**config.mk**
```make
export PLATFORM = sky130hd
export DESIGN_NAME = tlb_asid_cache
export DESIGN_NICKNAME = d
export VERILOG_FILES = /design/src/rtl/tlb_pkg.sv /design/src/rtl/tlb_match.sv /design/src/rtl/tlb_victim.sv /design/src/rtl/tlb_asid_cache.sv
export SDC_FILE = /design/constraint.sdc
export NUM_CORES = 1
export LEC_CHECK = 0
export BUFFER_PORTS_ARGS = -buffer_cell sky130_fd_sc_hd__buf_2
export CAP_MARGIN = 20
export CORE_MARGIN = 3
export CORE_UTILIZATION = 54
export DETAILED_ROUTE_END_ITERATION = 12
export GPL_TIMING_DRIVEN = 0
export HOLD_SLACK_MARGIN = 0.03
export PLACE_DENSITY_LB_ADDON = 0.12
export REMOVE_ABC_BUFFERS = 1
export SLEW_MARGIN = 10
export SYNTH_ARGS = -nofsm -noshare
export SYNTH_HDL_FRONTEND = slang
export SYNTH_SLANG_ARGS = --single-unit
```
**constraint.sdc**
```tcl
create_clock -name clk -period 6.4 [get_ports clk]
set_input_delay 0.32 -clock clk [delete_from_list [all_inputs] [get_ports clk]]
set_output_delay 0.32 -clock clk [all_outputs]
set_load 0.02 [all_outputs]
```
**src/rtl/tlb_pkg.sv**
```systemverilog
package tlb_pkg;

  typedef enum logic [1:0] {
    RSP_MISS = 2'd0,
    RSP_HIT  = 2'd1,
    RSP_UPD  = 2'd2,
    RSP_PERM = 2'd3
  } tlb_rsp_e;

  // Outcome of a lookup from the match summary and the selected entry flags.
  function automatic tlb_rsp_e classify(input logic any_match, input logic is_write,
                                        input logic writable, input logic dirty);
    if (!any_match)     return RSP_MISS;
    else if (!is_write) return RSP_HIT;
    else if (!writable) return RSP_PERM;
    else if (!dirty)    return RSP_UPD;
    else                return RSP_HIT;
  endfunction

endpackage

```
**src/rtl/tlb_match.sv**
```systemverilog
module tlb_match #(
  parameter int N      = 8,
  parameter int VPN_W  = 20,
  parameter int ASID_W = 8
) (
  input  logic [N-1:0]      ent_valid,
  input  logic [N-1:0]      ent_global,
  input  logic [VPN_W-1:0]  ent_vpn  [N],
  input  logic [ASID_W-1:0] ent_asid [N],
  input  logic [VPN_W-1:0]  key_vpn,
  input  logic [ASID_W-1:0] key_asid,
  output logic [N-1:0]      match_vec
);
  for (genvar i = 0; i < N; i++) begin : g_cmp
    assign match_vec[i] = ent_valid[i] && (ent_vpn[i] == key_vpn) &&
                          (ent_global[i] || (ent_asid[i] == key_asid));
  end
endmodule

```
**src/rtl/tlb_victim.sv**
```systemverilog
module tlb_victim #(
  parameter int N     = 8,
  parameter int IDX_W = 3
) (
  input  logic [N-1:0]     ent_valid,
  input  logic [N-1:0]     same_key,
  input  logic [IDX_W-1:0] rr_ptr,
  output logic [IDX_W-1:0] victim_idx,
  output logic             victim_evict
);
  function automatic logic [IDX_W-1:0] lowest_one(input logic [N-1:0] v);
    logic [IDX_W-1:0] r;
    r = '0;
    for (int i = N - 1; i >= 0; i--) begin
      if (v[i]) r = IDX_W'(i);
    end
    return r;
  endfunction

  always_comb begin
    victim_evict = 1'b0;
    if (|same_key) begin
      victim_idx = lowest_one(same_key);
    end else if (|(~ent_valid)) begin
      victim_idx = lowest_one(~ent_valid);
    end else begin
      victim_idx   = rr_ptr;
      victim_evict = 1'b1;
    end
  end
endmodule

```
**src/rtl/tlb_asid_cache.sv**
```systemverilog
module tlb_asid_cache #(
  parameter int ENTRIES = 8,
  parameter int VPN_W   = 20,
  parameter int PFN_W   = 16,
  parameter int ASID_W  = 8
) (
  input  logic              clk,
  input  logic              rst_n,
  input  logic              lk_valid,
  input  logic [VPN_W-1:0]  lk_vpn,
  input  logic [ASID_W-1:0] lk_asid,
  input  logic              lk_write,
  output logic              lk_hit,
  output logic              lk_miss,
  output logic              lk_upd,
  output logic              lk_perm,
  output logic [PFN_W-1:0]  lk_pfn,
  input  logic              fill_valid,
  input  logic [VPN_W-1:0]  fill_vpn,
  input  logic [ASID_W-1:0] fill_asid,
  input  logic [PFN_W-1:0]  fill_pfn,
  input  logic              fill_writable,
  input  logic              fill_dirty,
  input  logic              fill_global,
  input  logic              flush_all,
  input  logic              flush_asid_en,
  input  logic [ASID_W-1:0] flush_asid
);
  import tlb_pkg::*;

  localparam int IDX_W = (ENTRIES > 1) ? $clog2(ENTRIES) : 1;
  localparam logic [IDX_W-1:0] LAST_IDX = IDX_W'(ENTRIES - 1);

  logic [ENTRIES-1:0] v_q, g_q, w_q, d_q;
  logic [VPN_W-1:0]   vpn_q  [ENTRIES];
  logic [ASID_W-1:0]  asid_q [ENTRIES];
  logic [PFN_W-1:0]   pfn_q  [ENTRIES];
  logic [IDX_W-1:0]   rr_q;

  // Named internal events
  logic [ENTRIES-1:0] lk_vec, fill_vec;
  logic [IDX_W-1:0]   lk_sel, victim_idx;
  logic               victim_evict, any_flush, fill_we;
  tlb_rsp_e           rsp;

  assign any_flush = flush_all || flush_asid_en;
  assign fill_we   = fill_valid && !any_flush;

  tlb_match #(.N(ENTRIES), .VPN_W(VPN_W), .ASID_W(ASID_W)) u_lk_match (
    .ent_valid(v_q), .ent_global(g_q), .ent_vpn(vpn_q), .ent_asid(asid_q),
    .key_vpn(lk_vpn), .key_asid(lk_asid), .match_vec(lk_vec)
  );

  tlb_match #(.N(ENTRIES), .VPN_W(VPN_W), .ASID_W(ASID_W)) u_fill_match (
    .ent_valid(v_q), .ent_global(g_q), .ent_vpn(vpn_q), .ent_asid(asid_q),
    .key_vpn(fill_vpn), .key_asid(fill_asid), .match_vec(fill_vec)
  );

  tlb_victim #(.N(ENTRIES), .IDX_W(IDX_W)) u_victim (
    .ent_valid(v_q), .same_key(fill_vec), .rr_ptr(rr_q),
    .victim_idx(victim_idx), .victim_evict(victim_evict)
  );

  // Lowest matching entry drives the answer.
  always_comb begin
    lk_sel = '0;
    for (int i = ENTRIES - 1; i >= 0; i--) begin
      if (lk_vec[i]) lk_sel = IDX_W'(i);
    end
  end

  assign rsp     = classify(|lk_vec, lk_write, w_q[lk_sel], d_q[lk_sel]);
  assign lk_hit  = lk_valid && (rsp == RSP_HIT);
  assign lk_miss = lk_valid && (rsp == RSP_MISS);
  assign lk_upd  = lk_valid && (rsp == RSP_UPD);
  assign lk_perm = lk_valid && (rsp == RSP_PERM);
  assign lk_pfn  = pfn_q[lk_sel];

  // Valid bits and replacement pointer
  always_ff @(posedge clk) begin
    if (!rst_n) begin
      v_q  <= '0;
      rr_q <= '0;
    end else if (flush_all) begin
      v_q <= '0;
    end else if (flush_asid_en) begin
      for (int i = 0; i < ENTRIES; i++) begin
        if (!g_q[i] && (asid_q[i] == flush_asid)) v_q[i] <= 1'b0;
      end
    end else if (fill_valid) begin
      v_q[victim_idx] <= 1'b1;
      if (victim_evict) rr_q <= (rr_q == LAST_IDX) ? '0 : rr_q + 1'b1;
    end
  end

  // Entry payload, written only by accepted fills
  always_ff @(posedge clk) begin
    if (fill_we) begin
      vpn_q[victim_idx]  <= fill_vpn;
      asid_q[victim_idx] <= fill_asid;
      pfn_q[victim_idx]  <= fill_pfn;
      g_q[victim_idx]    <= fill_global;
      w_q[victim_idx]    <= fill_writable;
      d_q[victim_idx]    <= fill_dirty;
    end
  end

endmodule

```
# ---- Word level (Yosys, flattened, before mapping)
# Memory sizes are Yosys's and may differ from the RTL's.
# Cells that the tools add are included.
dict set report word_totals {
  register_bits 259
  mem_bits_rw 128
  input_bits 90
  out_inout_bits 20
  word_cells 241
  memories 1
}
dict set report op_classes {
  n_addsub 1
  n_lt_le_gt_ge 5
  n_eq_ne 52
  muxes 60
  bitwise_logic 6
  n_reduce_logical 88
}
# memory depth word_bits read_ports rd_ports_with_merged_regs wr line
set memory_table {}
lappend memory_table {pfn_q 8 16 1 0 1 tlb_asid_cache.sv:37} ;# logic [PFN_W-1:0] pfn_q [ENTRIES];
# operator n
set op_table {}
lappend op_table {{$eq A20 B20 Y1} 16}
lappend op_table {{$eq A8 B8 Y1} 24}
lappend op_table {{$bwmux W160} 1}
lappend op_table {{$mux W3} 27}
lappend op_table {{$bwmux W64} 1}
lappend op_table {{$demux W20 S3} 1}
lappend op_table {{$logic_and A1 B1 Y1} 47}
lappend op_table {{$bwmux W8} 3}
lappend op_table {{$demux W8 S3} 1}
lappend op_table {{$mux W8} 3}
lappend op_table {{$reduce_or A8 Y1} 3}
lappend op_table {{$mux W20} 1}
lappend op_table {{$logic_or A1 B1 Y1} 17}
lappend op_table {{$ne A2 B1 Y1 const B} 8}
lappend op_table {{$reduce_and A2 Y1} 8}
lappend op_table {{$mux W1} 15}
lappend op_table {{$logic_not A1 Y1} 9}
lappend op_table {{$lt A3 B4 Y1 const B} 2}
lappend op_table {{$mux W2} 4}
lappend op_table {{$not A8 Y8} 1}
lappend op_table {{$or A8 B8 Y8} 1}
lappend op_table {{$bmux W1 S3} 2}
lappend op_table {{$eq A2 B2 Y1 const B} 2}
lappend op_table {{$ge A4 B4 Y1 const B} 1}
lappend op_table {{12 further kinds} 14}

# ---- Logic depth before layout (Yosys ltp)
dict set report logic_depth {
  depth_word 19
  depth_mapped 13
  mapped_depth_nobuf 10
}

# ---- Hierarchy
# A second synthesis with hierarchy kept.
dict set report unflattened {
  cells_unflattened 1542
  area_unflattened_um2 19339.8
}
# module n_inst cells_each area_per_inst_um2 seq_area_each_um2
set modules_own_cells {}
lappend modules_own_cells {tlb_asid_cache 1 827 13938.4 11511.0}
lappend modules_own_cells {tlb_match 2 342 2612.5 0.0}
lappend modules_own_cells {tlb_victim 1 31 176.4 0.0}

# ---- Worst setup path after synthesis
# OpenSTA, ideal clock, no wires.
dict set report synth_timing {
  kind {input to register}
  startpoint {input port fill_asid[5]}
  endpoint {register asid_q[10] (netlist name) (enable)}
  setup_time_ns 0.452
  t_arrival_ns 4.533
  required_time_ns 5.948
  slack_ns 1.415
  stages 11
  path_buffers 1
  path_cell_list {clkbuf_1 -> xor2_1 -> nor4_1 -> a21oi_1 -> or4_1 -> and2_1 -> nor4b_1 -> nand2_1 -> o21ai_1 -> or2_2 -> nor2_1}
}
# item line
set synth_lines {}
lappend synth_lines {{start, declared} tlb_asid_cache.sv:20} ;# input logic [ASID_W-1:0] fill_asid,
lappend synth_lines {{end signal, assigned by index} tlb_asid_cache.sv:100} ;# asid_q[victim_idx] <= fill_asid;
lappend synth_lines {{end, declared} tlb_asid_cache.sv:36} ;# logic [ASID_W-1:0] asid_q [ENTRIES];

# ---- Worst setup path in the final report
dict set report layout_timing {
  startpoint {register asid_q[0] (netlist name)}
  endpoint {output port lk_upd}
}
dict set report layout_via {
  elab_chain_cells 19
}
# item line
set layout_lines {}
lappend layout_lines {{$eq A8 B8 Y1 *} tlb_match.sv:16} ;# (ent_global[i] || (ent_asid[i] == key_asid));
lappend layout_lines {{$logic_or A1 B1 Y1 *} tlb_match.sv:16}
lappend layout_lines {{$logic_and A1 B1 Y1 *} tlb_match.sv:15} ;# assign match_vec[i] = ent_valid[i] && (ent_vpn[i] == key_vpn) &&
lappend layout_lines {{$mux W3 (8 in a row)} tlb_asid_cache.sv:68} ;# if (lk_vec[i]) lk_sel = IDX_W'(i);
lappend layout_lines {{$bmux W1 S3} tlb_asid_cache.sv:72} ;# assign rsp = classify(|lk_vec, lk_write, w_q[lk_sel], d_q[lk_sel]);
lappend layout_lines {{$mux W1 (implied by the code)} tlb_asid_cache.sv:72}
lappend layout_lines {{$mux W2} tlb_pkg.sv:16} ;# else if (!dirty) return RSP_UPD;
lappend layout_lines {{$mux W2} tlb_pkg.sv:15} ;# else if (!writable) return RSP_PERM;
lappend layout_lines {{$mux W2} tlb_pkg.sv:14} ;# else if (!is_write) return RSP_HIT;
lappend layout_lines {{$mux W2 *} tlb_pkg.sv:13} ;# if (!any_match) return RSP_MISS;
lappend layout_lines {{$eq A2 B2 Y1 *} tlb_asid_cache.sv:75} ;# assign lk_upd = lk_valid && (rsp == RSP_UPD);
lappend layout_lines {{$logic_and A1 B1 Y1 *} tlb_asid_cache.sv:75}
lappend layout_lines {{end, declared} tlb_asid_cache.sv:15} ;# output logic lk_upd,
# Mark *: on every way between the ends. The rest lies on a longest branch, timed or not. The select of a mux whose other input is x is not followed.

==> impl_metrics.csv <==
group,metric,value,unit
yosys,synth-compound-area-share,0.03488,
floorplan,core-area,36090,um^2
placed_design,place_ws,1.759,ns
yosys,synth_top_area_frac,0.5641,
clocking,clkLatencyLatePin,0.56,ns
global_routing,grt_max_degree,72,
yosys,syn_inst,1525,
clocking,clockBufferDepth,3,
yosys,synth_top_family_by_area,"XOR/XNOR gates",
finish,area_growth_syn_to_layout,13.14,%
worst_hold_path,min_path_type,"primary input to register",
global_routing,use_met1,0.3944,
pwr,power,5.517,mW
detailed_routing,viasPerCell,6.129,
clocking,clkSinkCount,387,
yosys,synthArstFlopShare,0,
pwr,p_per_area,243.6,nW/um^2
detailed_routing,dr.pass1.iters,6,
yosys,synthTopCellsByArea,"edfxtp_1, xor2_1, xnor2_1",
detailed_routing,wirelength,55200,um
detailed_routing,drc,0,
yosys,synth_mux_area_frac,0.03851,
setup_path,critPathArrivalTime,4.57,ns
yosys,yosysWarnings,0,
yosys,ys_seq_area_frac,0.5751,
finish,fillers,2788,
yosys,synth_seq_cells,387,
detailed_routing,wl_per_cell,26.05,um
sta,drv_slew,0,
sta,fmax,204.5,MHz
setup_path,critPathLaunchType,"register",
global_routing,grt_first_pass_wirelength,80920,um
sta,fin_skew,0.02637,ns
sta,final-hold-violation-count,0,
placed_design,place_congestion,0.9403,
clocking,cts_tree,"done",
worst_hold_path,hold_path_depth,1,
sta,rsz0062_at_grt,"false",
yosys,yosysTopAreaCell,"edfxtp_1",
setup_path,end_kind,"primary output",
placed_design,hpwl,34900,um
global_routing,antenna_found_initial,0,
finish,multi_input_area,8088,um^2
setup_path,required,6.08,ns
sta,fin_crit,4.889,ns
pwr,ir_drop,0.0002545,V
global_routing,top_usage_layer,"met2",
floorplan,rows,69,
clocking,cts-htree-levels,2,
yosys,synth-simple-area-share,0.1008,
detailed_routing,drtAntennaViolNets,0,
floorplan,ios,110,
setup_path,critical_path_class,"register to primary output",
floorplan,die_area,39410,um^2
status,status,"completed",
global_routing,gr-usage-all-layers,0.2797,
floorplan,die_h,198.5,um
finish,regArea,11510,um^2
yosys,synth_edf_count,376,
finish,drive_gt1_frac,0.1441,
floorplan,die_w,198.5,um
sta,fin_crit_sh,0.7640,
clocking,cts-root-buf,"clkbuf_16",
global_routing,grt_pass1_vias,12677,
pwr,p_leak,7.602,nW
yosys,synth.distinct_cells,56,
setup_path,cp_max_fo,39,
detailed_routing,vias,12987,
placed_design,portBuffers,109,
sta,worst_pin_slew,1.070,ns
detailed_routing,dr.first_iter.drc_count,1069,
sta,maxSlewHeadroom,0.2801,
setup_path,ff2ff_path_depth,11,
finish,final_common_cell,"xor2_1",
floorplan,start_util,0.5546,
run,cap_viol_max_count,0,
yosys,ys.flop_type,"edfxtp_1",
clocking,cts_made_buffers,42,
clocking,path_clk_slew,0.07,ns
finish,final_cell_mix,"xor2_1, edfxtp_1, nor4_1, buf_2, xnor2_1",
global_routing,met3_usage,0.03777,
sta,setup_slack,1.511,ns
yosys,synthXorXnorAreaFrac,0.2240,
finish,nets,1720,
finish,diodes,0,
yosys,synth_area,20020,um^2
yosys,synthAdderAreaFrac,0.001250,
sta,finalSetupViolations,0,
global_routing,overflow,0,
yosys,syn_avg_cell_area,13.12,um^2
global_routing,use_met2,0.4453,
cell families (layout without fill, tap and decap cells):
kind of cell,count (synthesis),after routing
xor gates and xnor gates,512,512
DFF,387,387
and+or+nand+nor,349,349
AOI/OAI and AO/OA,111,111
buffers and inverters,91,224
muxes,73,73
adders and majority gates,2,2
critical path, cell delays in order, from the launching register on:
cell and delay [ns]:
edfxtp_1 0.46, xor2_1 0.19, nor4_1 0.33, a21oi_1 0.21
or4_1 0.74, nand4_2 0.17, and3_4 0.56, buf_12 0.32
mux2i_1 0.13, a2bb2oi_1 0.27, nand2_1 0.10, a211oi_2 0.27
buf_2 0.22
path summary, 6_finish.rpt:
kind | start | slack (ns) | to
setup / recovery | asid_q[0] | 1.51 | lk_upd
hold / removal | fill_writable | 0.06 | w_q[4]
hold reg to reg | rr_q[0] | 0.53 | rr_q[0]
setup reg to reg | asid_q[21] | 2.18 | asid_q[7]
through the flow:
stage,std cells,util,setup TNS [ns],instance area [um^2],hold slack [ns]
after floorplan,1441,-,0,19530,0.4189
after CTS,2118,0.6270,0,22630,0.03368
after detailed placement,2028,0.5864,0,21160,0.5234
after global routing,2119,0.6275,0,22650,0.06465
after global placement,2011,0.5724,-226.54,20660,0.4819
final,2119,0.6275,0,22650,0.05794
state kept, by name, indices dropped and copies added, names as in the netlist:
| name | cells |
|---|---|
| v_q | 8 |
| w_q | 8 |
| pfn_q | 128 |
| vpn_q | 160 |
| g_q | 8 |
| d_q | 8 |
| asid_q | 64 |
| rr_q | 3 |
power by group:
part / internal (mW) / switching (mW)
Sequential: 2.79 / 0.00731
Combinational: 0.123 / 0.274
Clock: 1.33 / 0.992
per-layer routing:
| metal | routed length (um) | vias to the layer above |
|---|---|---|
| met5 | 0 | - |
| met4 | 2367 | 0 |
| met3 | 4220 | 146 |
| met2 | 25380 | 573 |
| met1 | 23230 | 6437 |
| li1 | - | 5831 |
Yosys cell counts, types with 6 or more instances:
cell and instances:
xnor2_1 89, o21ai_0 18, buf_4 14, dfxtp_1 11, a31oi_1 6, mux2_2 31
nor3_1 26, or4_1 13, nand3_1 16, nand4_1 43, nor4_1 117, o211ai_1 19
buf_2 24, a21oi_1 23, mux2i_1 41, nand2_1 64, inv_1 7, clkbuf_1 31
nand4b_1 13, edfxtp_1 376, o21ai_1 22, xor2_1 423, nor4b_1 8, or3_1 6
nor2_1 23, buf_6 9
final cells by class:
class                   instances  share of cell area
inverters                       7            0.001160
clock buffers                  53             0.04962
clock inverters                21            0.007901
multi-input cells            1047              0.3571
flip-flops and latches        387              0.5083
well taps                     461             0.02547
repair buffers                143             0.05039
what timing repair did:
action,4_1_cts,5_1_grt
hold buffers,16,0
resized for setup,0,0
buffers inserted,0,0
endpoints found under the hold margin,113,0
No activity file was read; power rests on OpenSTA's default activity.
